$ cat src/rtl/spiCmdPkg.sv
package spiCmdPkg;

  typedef enum logic [2:0] {
    MODE_IDLE      = 3'd0,
    MODE_STANDBY   = 3'd1,
    MODE_POWERDOWN = 3'd2,
    MODE_AUTO      = 3'd3,
    MODE_MANUAL    = 3'd4
  } modeE;

  // strobes from frame control to the datapath
  typedef struct packed {
    logic frameStart;  // select just fell
    logic frameEnd;    // select just rose
    logic shiftBit;    // falling serial clock edge inside a frame
    logic wordDone;    // this edge delivers bit 16 of the word
    logic sdiBit;      // data bit that goes with shiftBit
    logic csActive;    // select is currently low
  } spiStrobeT;

  localparam int WORD_BITS = 16;
  localparam int ADDR_W    = 7;
  localparam int BYTE_W    = 8;

  localparam logic [15:0] CMD_NOP     = 16'h0000;
  localparam logic [15:0] CMD_STANDBY = 16'h8200;
  localparam logic [15:0] CMD_PWRDN   = 16'h8300;
  localparam logic [15:0] CMD_AUTO    = 16'hA000;
  localparam logic [2:0]  MAN_PREFIX  = 3'b110;
  localparam logic [ADDR_W-1:0] RB_ADDR = 7'h3F;

endpackage

$ cat src/rtl/spiFrameCtrl.sv
module spiFrameCtrl
  import spiCmdPkg::*;
#(
  parameter int SYNC_STAGES = 2
) (
  input  logic      clk,
  input  logic      rstN,
  input  logic      csN,
  input  logic      sclk,
  input  logic      sdi,
  output spiStrobeT st
);

  localparam int CNT_W   = $clog2(WORD_BITS * 4);
  localparam logic [CNT_W-1:0] CNT_MAX  = '1;
  localparam logic [CNT_W-1:0] CNT_LAST = CNT_W'(WORD_BITS - 1);

  logic [SYNC_STAGES-1:0] csPipe, sclkPipe, sdiPipe;
  logic csS, sclkS, sdiS;
  logic csPrev, sclkPrev;
  logic [CNT_W-1:0] bitCnt;
  logic fallEdge;

  generate
    if (SYNC_STAGES > 1) begin : gSyncMulti
      always_ff @(posedge clk or negedge rstN) begin
        if (!rstN) begin
          csPipe   <= '1;
          sclkPipe <= '1;
          sdiPipe  <= '0;
        end else begin
          csPipe   <= {csPipe[SYNC_STAGES-2:0], csN};
          sclkPipe <= {sclkPipe[SYNC_STAGES-2:0], sclk};
          sdiPipe  <= {sdiPipe[SYNC_STAGES-2:0], sdi};
        end
      end
    end else begin : gSyncSingle
      always_ff @(posedge clk or negedge rstN) begin
        if (!rstN) begin
          csPipe   <= '1;
          sclkPipe <= '1;
          sdiPipe  <= '0;
        end else begin
          csPipe   <= csN;
          sclkPipe <= sclk;
          sdiPipe  <= sdi;
        end
      end
    end
  endgenerate

  assign csS   = csPipe[SYNC_STAGES-1];
  assign sclkS = sclkPipe[SYNC_STAGES-1];
  assign sdiS  = sdiPipe[SYNC_STAGES-1];

  always_ff @(posedge clk or negedge rstN) begin
    if (!rstN) begin
      csPrev   <= 1'b1;
      sclkPrev <= 1'b1;
    end else begin
      csPrev   <= csS;
      sclkPrev <= sclkS;
    end
  end

  assign fallEdge = sclkPrev & ~sclkS & ~csS;

  always_ff @(posedge clk or negedge rstN) begin
    if (!rstN) begin
      bitCnt <= '0;
    end else if (csPrev && !csS) begin
      bitCnt <= '0;
    end else if (fallEdge && bitCnt != CNT_MAX) begin
      bitCnt <= bitCnt + 1'b1;
    end
  end

  always_comb begin
    st.frameStart = csPrev & ~csS;
    st.frameEnd   = ~csPrev & csS;
    st.shiftBit   = fallEdge;
    st.wordDone   = fallEdge && (bitCnt == CNT_LAST);
    st.sdiBit     = sdiS;
    st.csActive   = ~csS;
  end

  AST_CNT_RESTART: assert property (@(posedge clk) disable iff (!rstN)
    st.frameStart |=> (bitCnt == '0));
  AST_WORD_AT_16: assert property (@(posedge clk) disable iff (!rstN)
    st.wordDone |=> (bitCnt == CNT_W'(WORD_BITS)));

endmodule

$ cat src/rtl/spiRegBank.sv
module spiRegBank
  import spiCmdPkg::*;
#(
  parameter int NUM_REGS = 8
) (
  input  logic              clk,
  input  logic              rstN,
  input  logic              wrEn,
  input  logic [ADDR_W-1:0] addr,
  input  logic [BYTE_W-1:0] wrData,
  input  logic [BYTE_W-1:0] cmdByte,
  output logic [BYTE_W-1:0] rdData
);

  localparam int BANK_W = NUM_REGS * BYTE_W;

  logic [BANK_W-1:0] regQ;
  logic hit;

  generate
    for (genvar g = 0; g < NUM_REGS; g++) begin : gReg
      localparam logic [ADDR_W-1:0] MY_ADDR = ADDR_W'(g + 1);
      always_ff @(posedge clk or negedge rstN) begin
        if (!rstN) begin
          regQ[g*BYTE_W +: BYTE_W] <= '0;
        end else if (wrEn && addr == MY_ADDR) begin
          regQ[g*BYTE_W +: BYTE_W] <= wrData;
        end
      end
    end
  endgenerate

  always_comb begin
    hit    = 1'b0;
    rdData = '1;
    if (addr == RB_ADDR) rdData = cmdByte;
    for (int i = 0; i < NUM_REGS; i++) begin
      if (addr == ADDR_W'(i + 1)) begin
        hit    = 1'b1;
        rdData = regQ[i*BYTE_W +: BYTE_W];
      end
    end
  end

  AST_MISS_NO_WRITE: assert property (@(posedge clk) disable iff (!rstN)
    (wrEn && !hit) |=> $stable(regQ));

endmodule

$ cat src/rtl/spiDataPath.sv
module spiDataPath
  import spiCmdPkg::*;
#(
  parameter int RESULT_W = 18,
  parameter int NUM_CH   = 8
) (
  input  logic                clk,
  input  logic                rstN,
  input  spiStrobeT           st,
  input  logic [RESULT_W-1:0] convData,
  input  logic [BYTE_W-1:0]   rdData,
  output logic                regWrEn,
  output logic [ADDR_W-1:0]   regAddr,
  output logic [BYTE_W-1:0]   regWrData,
  output logic [BYTE_W-1:0]   cmdByte,
  output logic                sdo,
  output logic [2:0]          modeOut,
  output logic [2:0]          chanOut
);

  localparam int SHIFT_W = WORD_BITS - 1;

  logic [SHIFT_W-1:0]   inShift;
  logic [WORD_BITS-1:0] word;
  logic                 isAccess;
  logic [RESULT_W-1:0]  outShift;
  logic [RESULT_W-1:0]  readLoad;
  logic                 pendValid;
  logic [WORD_BITS-1:0] pendWord;
  logic                 cmdKnown;
  logic                 cmdManual;
  modeE                 cmdMode;
  modeE                 modeQ;
  logic [2:0]           chanQ;

  assign word      = {inShift, st.sdiBit};
  assign isAccess  = !word[WORD_BITS-1] && (word != CMD_NOP);
  assign regAddr   = word[WORD_BITS-1 -: ADDR_W];
  assign regWrData = word[BYTE_W-1:0];
  assign regWrEn   = st.wordDone && isAccess && word[BYTE_W];
  assign readLoad  = RESULT_W'(rdData) << (RESULT_W - BYTE_W);

  always_ff @(posedge clk or negedge rstN) begin
    if (!rstN) begin
      inShift <= '0;
    end else if (st.frameStart) begin
      inShift <= '0;
    end else if (st.shiftBit) begin
      inShift <= word[SHIFT_W-1:0];
    end
  end

  always_ff @(posedge clk or negedge rstN) begin
    if (!rstN) begin
      outShift <= '0;
    end else if (st.frameStart) begin
      outShift <= '0;
    end else if (st.wordDone) begin
      if (isAccess) outShift <= word[BYTE_W] ? '0 : readLoad;
      else          outShift <= convData;
    end else if (st.shiftBit) begin
      outShift <= {outShift[RESULT_W-2:0], 1'b0};
    end
  end

  assign sdo = st.csActive & outShift[RESULT_W-1];

  always_ff @(posedge clk or negedge rstN) begin
    if (!rstN) begin
      pendValid <= 1'b0;
      pendWord  <= '0;
    end else if (st.frameStart || st.frameEnd) begin
      pendValid <= 1'b0;
    end else if (st.wordDone) begin
      pendValid <= !isAccess;
      pendWord  <= word;
    end
  end

  always_comb begin
    cmdKnown  = 1'b1;
    cmdManual = 1'b0;
    cmdMode   = modeQ;
    if (pendWord == CMD_STANDBY) begin
      cmdMode = MODE_STANDBY;
    end else if (pendWord == CMD_PWRDN) begin
      cmdMode = MODE_POWERDOWN;
    end else if (pendWord == CMD_AUTO) begin
      cmdMode = MODE_AUTO;
    end else if (pendWord[15:13] == MAN_PREFIX && pendWord[9:0] == '0
                 && int'(pendWord[12:10]) < NUM_CH) begin
      cmdMode   = MODE_MANUAL;
      cmdManual = 1'b1;
    end else begin
      cmdKnown = 1'b0;
    end
  end

  always_ff @(posedge clk or negedge rstN) begin
    if (!rstN) begin
      modeQ   <= MODE_IDLE;
      chanQ   <= '0;
      cmdByte <= '0;
    end else if (st.frameEnd && pendValid) begin
      modeQ   <= cmdMode;
      cmdByte <= cmdKnown ? pendWord[15:8] : '0;
      if (cmdManual) chanQ <= pendWord[12:10];
    end
  end

  assign modeOut = modeQ;
  assign chanOut = chanQ;

  AST_SDO_QUIET_START: assert property (@(posedge clk) disable iff (!rstN)
    st.frameStart |=> !sdo);
  AST_MODE_AT_END: assert property (@(posedge clk) disable iff (!rstN)
    !st.frameEnd |=> $stable(modeQ));
  AST_ABORT_KEEP: assert property (@(posedge clk) disable iff (!rstN)
    (st.frameEnd && !pendValid) |=> ($stable(cmdByte) && $stable(modeQ) && $stable(chanQ)));
  AST_ACCESS_NO_PEND: assert property (@(posedge clk) disable iff (!rstN)
    (st.wordDone && isAccess) |=> !pendValid);

endmodule

$ cat src/rtl/spiCmdIf.sv
module spiCmdIf
  import spiCmdPkg::*;
#(
  parameter int RESULT_W    = 18,
  parameter int NUM_REGS    = 8,
  parameter int NUM_CH      = 8,
  parameter int SYNC_STAGES = 2
) (
  input  logic                clk,
  input  logic                rstN,
  input  logic                csN,
  input  logic                sclk,
  input  logic                sdi,
  input  logic [RESULT_W-1:0] convData,
  output logic                sdo,
  output logic [2:0]          modeOut,
  output logic [2:0]          chanOut
);

  spiStrobeT           st;
  logic                regWrEn;
  logic [ADDR_W-1:0]   regAddr;
  logic [BYTE_W-1:0]   regWrData;
  logic [BYTE_W-1:0]   rdData;
  logic [BYTE_W-1:0]   cmdByte;

  spiFrameCtrl #(.SYNC_STAGES(SYNC_STAGES)) uCtrl (
    .clk  (clk),
    .rstN (rstN),
    .csN  (csN),
    .sclk (sclk),
    .sdi  (sdi),
    .st   (st)
  );

  spiRegBank #(.NUM_REGS(NUM_REGS)) uRegs (
    .clk     (clk),
    .rstN    (rstN),
    .wrEn    (regWrEn),
    .addr    (regAddr),
    .wrData  (regWrData),
    .cmdByte (cmdByte),
    .rdData  (rdData)
  );

  spiDataPath #(.RESULT_W(RESULT_W), .NUM_CH(NUM_CH)) uPath (
    .clk       (clk),
    .rstN      (rstN),
    .st        (st),
    .convData  (convData),
    .rdData    (rdData),
    .regWrEn   (regWrEn),
    .regAddr   (regAddr),
    .regWrData (regWrData),
    .cmdByte   (cmdByte),
    .sdo       (sdo),
    .modeOut   (modeOut),
    .chanOut   (chanOut)
  );

endmodule

$ cat config.mk
export PLATFORM = sky130hd
export DESIGN_NAME = spiCmdIf
export DESIGN_NICKNAME = d
export VERILOG_FILES = /design/src/rtl/spiCmdPkg.sv /design/src/rtl/spiFrameCtrl.sv /design/src/rtl/spiRegBank.sv /design/src/rtl/spiDataPath.sv /design/src/rtl/spiCmdIf.sv
export SDC_FILE = /design/constraint.sdc
export NUM_CORES = 1
export LEC_CHECK = 0
export BUFFER_PORTS_ARGS = -buffer_cell sky130_fd_sc_hd__buf_4
export CAP_MARGIN = 20
export CORE_MARGIN = 5
export CORE_UTILIZATION = 60
export CTS_CLUSTER_SIZE = 16
export DETAILED_ROUTE_END_ITERATION = 7
export PLACE_DENSITY = 0.77
export SYNTH_ARGS = -nofsm -noshare
export SYNTH_HDL_FRONTEND = slang
export SYNTH_SLANG_ARGS = --single-unit
$ cat constraint.sdc
create_clock -name clk -period 2.8 [get_ports clk]
set_input_delay 0.7 -clock clk [delete_from_list [all_inputs] [get_ports clk]]
set_output_delay 0.7 -clock clk [all_outputs]
set_load 0.005 [all_outputs]
==> summary.txt <==
Die height: 115.6 µm
Data arrival time at the worst-slack endpoint: 3030 ps
First DRT Iteration DRCs: 555
Via count: 5067
Count of inserted antenna diode cells: 0
Length of the first detailed-routing pass in iterations: 5
Final Slew Violations: 0
HP Class: in -> reg
Number of gates resized after cts: 0
Post-synthesis sequential element count: 142
Dominant cell type by area after synthesis: sky130_fd_sc_hd__dfrtp_1
Number of H-tree levels: 4
Area share of the largest cell type after synthesis: 50.85%
Number of antenna violations at the first check in global routing: 0
Area growth from synthesis to layout: 16.90%
Achievable clock frequency: 0.3822 GHz
Min Hold Slack: 268.2 ps
Via count of the first global-routing pass: 5208
Setup tns final: 0 ps
Setup Viol. Count Final: 0
Number of buffers created by CTS: 17
Routability cong.: 0.8829
Final hold vios: 0
Clock tree root buffer cell: sky130_fd_sc_hd__clkbuf_8
Fin nets: 658
Dominant cells by area after synthesis: sky130_fd_sc_hd__dfrtp_1, sky130_fd_sc_hd__mux2_2, sky130_fd_sc_hd__nor3_1, sky130_fd_sc_hd__dfstp_2, sky130_fd_sc_hd__nand2_1
CP bufs+invs: 0
Clock tree from TritonCTS: done
Post-Synthesis Cells: 598
Ratio of cells with drive above 1 in the final layout: 32.71%
Detailed placement HPWL: 11020 µm
Pin count of the biggest net entering global routing: 96
Row Count: 38
First-pass GRT wire length: 27920 µm
Kind of end point of the critical path: register
Die outline width: 115.6 µm
Number of nets produced by synthesis: 624
Final antenna-violating net count: 0
Leakage power: 3.645 nW
Final routed wirelength across all metal layers: 17050 µm
Number of enable flip-flop cells after synthesis: 0
Setup repair after global routing missed its margin: no
WL per Instance: 21.72 µm
Overall die area: 13370 µm²
Cell-by-cell listing of the critical path: nor4_1 > and2_0 > nand3_4 > nor4b_4 > mux2_2
Aggregate global routing overflow: 0
Global router's overall resource usage: 27.69%
Number of top-level pins: 30
Total number of yosys warnings: 0
DRC Markers: 0
Hold buffer count at cts: 1
Largest voltage drop on the vdd net: 627.5 µV
Number of max-cap violations: 0
Power per Cell Area: 614.2 nW/µm²
Maximum root-to-sink buffer count: 2
Final Cycle Share: 93.43%
Min Tclk post-route: 2616 ps
Slew at the pin closest to its max-slew limit: 1008 ps
Sinks on Clock Net: 142
Crit Path Category: reg -> reg
Setup crit start kind: register
Share of synthesized area occupied by flip-flops and latches: 53.21%
Post-synthesis cell type count: 53
Cell with the largest stage delay on the worst path: sky130_fd_sc_hd__nor4_1
Top delay family on crit path: simple AND/OR/NAND/NOR gates
Worst skew pair latency: 540 ps
Starting density of the core: 61.47%
Vias per cell: 6.455
CP peak stage delay: 570 ps
Number of setup buffers added after CTS: 0
Clk pin slew, worst setup/hold paths: 60 ps
Area of the placeable core: 10890 µm²
Outcome: finished clean
Data required time of the worst path: 3220 ps
Asr flop ratio synth: 100.0%
Slew headroom: 32.77%
Top_reg_cell synth: sky130_fd_sc_hd__dfrtp_1
Largest fanout on the critical path: 9
Area of the mapped netlist: 6693 µm²
Fillers: 759
Number of buffer cells added on primary ports: 29
Post-synthesis average cell area: 11.19 µm²
Clock Skew: 7.193 ps
-- cell usage in the layout (no fill, tap or decap), types with 4 or more instances in the layout --
master / netlist / layout
sky130_fd_sc_hd__a31oi_1: 9 / 9
sky130_fd_sc_hd__a22oi_1: 7 / 7
sky130_fd_sc_hd__inv_1: 16 / 16
sky130_fd_sc_hd__clkinv_2: 0 / 4
sky130_fd_sc_hd__dfrtp_1: 136 / 136
sky130_fd_sc_hd__nand3_1: 7 / 7
sky130_fd_sc_hd__a22o_1: 12 / 12
sky130_fd_sc_hd__o21ai_0: 23 / 23
sky130_fd_sc_hd__nand2_1: 42 / 42
sky130_fd_sc_hd__or3_1: 9 / 9
sky130_fd_sc_hd__nor2b_1: 5 / 5
sky130_fd_sc_hd__clkbuf_16: 0 / 16
sky130_fd_sc_hd__a21oi_1: 26 / 26
sky130_fd_sc_hd__nor4_1: 8 / 8
sky130_fd_sc_hd__dfstp_2: 6 / 6
sky130_fd_sc_hd__a221oi_1: 9 / 9
sky130_fd_sc_hd__buf_4: 0 / 57
sky130_fd_sc_hd__nor2_2: 4 / 4
sky130_fd_sc_hd__bufinv_16: 0 / 5
sky130_fd_sc_hd__nor3_1: 34 / 34
sky130_fd_sc_hd__o2111ai_1: 6 / 6
sky130_fd_sc_hd__clkbuf_8: 0 / 5
sky130_fd_sc_hd__o221a_2: 6 / 6
sky130_fd_sc_hd__nor2_1: 38 / 38
sky130_fd_sc_hd__and3_1: 7 / 7
sky130_fd_sc_hd__mux2_2: 89 / 89
-- routing by layer --
metal	vias up	routed length (µm)	share of wire [%]	GRT usage [%]
met4	0	660	3.9	13.07
met3	59	1015	6.0	6.684
li1	2247	-	-	-
met2	225	8309	49	43.71
met1	2536	7061	41	36.39
met5	-	0	0	0
-- worst paths after layout --
path	startpoint	endpoint	slack, ps	cells after the start
worst max-delay path	uPath.inShift[12]	uRegs.regQ[40]	180	5
worst min-delay path	sclk	uCtrl.sclkPipe[0]	270	1
worst max register to register	uPath.inShift[12]	uRegs.regQ[40]	180	5
worst min register to register	uCtrl.csPipe[0]	uCtrl.csPipe[1]	360	0
max in group asynchronous	rstN	uPath.inShift[0]	1520	3
min in group asynchronous	rstN	uPath.cmdByte[2]	550	2
-- cell type report --
type	instances	area, µm²	share of cell area, %
Clock buffer	21	469.2	5.997
Clock inverter	11	185.2	2.367
Inverter	16	60.06	0.7676
Multi-Input combinational cell	395	2904	37.12
Sequential cell	142	3561	45.51
Tap cell	140	175.2	2.239
Timing Repair Buffer	60	469.2	5.997
-- cell usage after synthesis (3+ instances only) --
cell / number
sky130_fd_sc_hd__dfrtp_1: 136
sky130_fd_sc_hd__mux2_2: 89
sky130_fd_sc_hd__nand2_1: 42
sky130_fd_sc_hd__nor2_1: 38
sky130_fd_sc_hd__clkbuf_1: 35
sky130_fd_sc_hd__nor3_1: 34
sky130_fd_sc_hd__a21oi_1: 26
sky130_fd_sc_hd__o21ai_0: 23
sky130_fd_sc_hd__inv_1: 16
sky130_fd_sc_hd__a22o_1: 12
sky130_fd_sc_hd__a221oi_1: 9
sky130_fd_sc_hd__a31oi_1: 9
sky130_fd_sc_hd__or3_1: 9
sky130_fd_sc_hd__nor4_1: 8
sky130_fd_sc_hd__a22oi_1: 7
sky130_fd_sc_hd__and3_1: 7
sky130_fd_sc_hd__buf_1: 7
sky130_fd_sc_hd__nand3_1: 7
sky130_fd_sc_hd__dfstp_2: 6
sky130_fd_sc_hd__o2111ai_1: 6
sky130_fd_sc_hd__o221a_2: 6
sky130_fd_sc_hd__nor2b_1: 5
sky130_fd_sc_hd__nor2_2: 4
sky130_fd_sc_hd__and4_1: 3
sky130_fd_sc_hd__buf_2: 3
sky130_fd_sc_hd__ha_1: 3
sky130_fd_sc_hd__nand2b_1: 3
sky130_fd_sc_hd__nand4_1: 3
sky130_fd_sc_hd__or4_1: 3
sky130_fd_sc_hd__or4b_2: 3
sky130_fd_sc_hd__xor2_1: 3
-- logic make-up (layout without fill, tap and decap cells) --
| logic type | after synthesis | after routing | share of synthesized area [%] |
|---|---|---|---|
| multiplexers | 93 | 93 | 15.95 |
| AND/OR/NAND/NOR | 185 | 185 | 15.03 |
| buffers and inverters | 61 | 108 | 3.477 |
| flip-flops | 142 | 142 | 53.21 |
| adder cells (fa/ha/maj) | 3 | 3 | 0.5609 |
| AO/OA/AOI/OAI | 109 | 109 | 11.12 |
| XOR/XNOR | 5 | 5 | 0.6544 |
-- state kept, by name, summed over array words and instances, names as in the netlist --
name / count
uRegs.regQ: 64
uPath.outShift: 18
uPath.pendWord: 16
uPath.inShift: 15
uPath.cmdByte: 8
uCtrl.bitCnt: 6
uPath.chanOut: 3
uPath.modeOut: 3
uCtrl.csPipe: 2
uCtrl.sclkPipe: 2
uCtrl.sdiPipe: 2
uCtrl.csPrev: 1
uCtrl.sclkPrev: 1
uPath.pendValid: 1
-- stage by stage --
| stage | utilization [%] | power [mW] | cell area (µm²) | worst slack, ps | cells |
|---|---|---|---|---|---|
| 2_1_floorplan | - | 2.243 | 6693 | 197.3 | 598 |
| 3_3_place_gp | 65.76 | 2.353 | 7159 | 309.9 | 752 |
| 3_5_place_dp | 65.76 | 2.360 | 7159 | 226.2 | 752 |
| 4_1_cts | 71.86 | 4.830 | 7824 | 211.3 | 785 |
| 5_1_grt | 71.86 | 4.947 | 7824 | 116.4 | 785 |
| 6_report | 71.86 | 4.805 | 7824 | 183.8 | 785 |
-- report_power, final --
part / leakage [nW] / switching [mW] / total (mW) / internal, mW
sequential: 1.94 / 0.0257 / 2.12 / 2.10
combinational: 1.38 / 0.129 / 0.208 / 0.0795
clock: 0.320 / 0.850 / 2.48 / 1.63
-- worst register-to-register path, stage by stage (launching register included) --
cell,delay (ps)
sky130_fd_sc_hd__dfrtp_1,470
sky130_fd_sc_hd__nor4_1,570
sky130_fd_sc_hd__and2_0,330
sky130_fd_sc_hd__nand3_4,160
sky130_fd_sc_hd__nor4b_4,560
sky130_fd_sc_hd__mux2_2,410
Note: power is estimated with default switching activity, not from simulation.
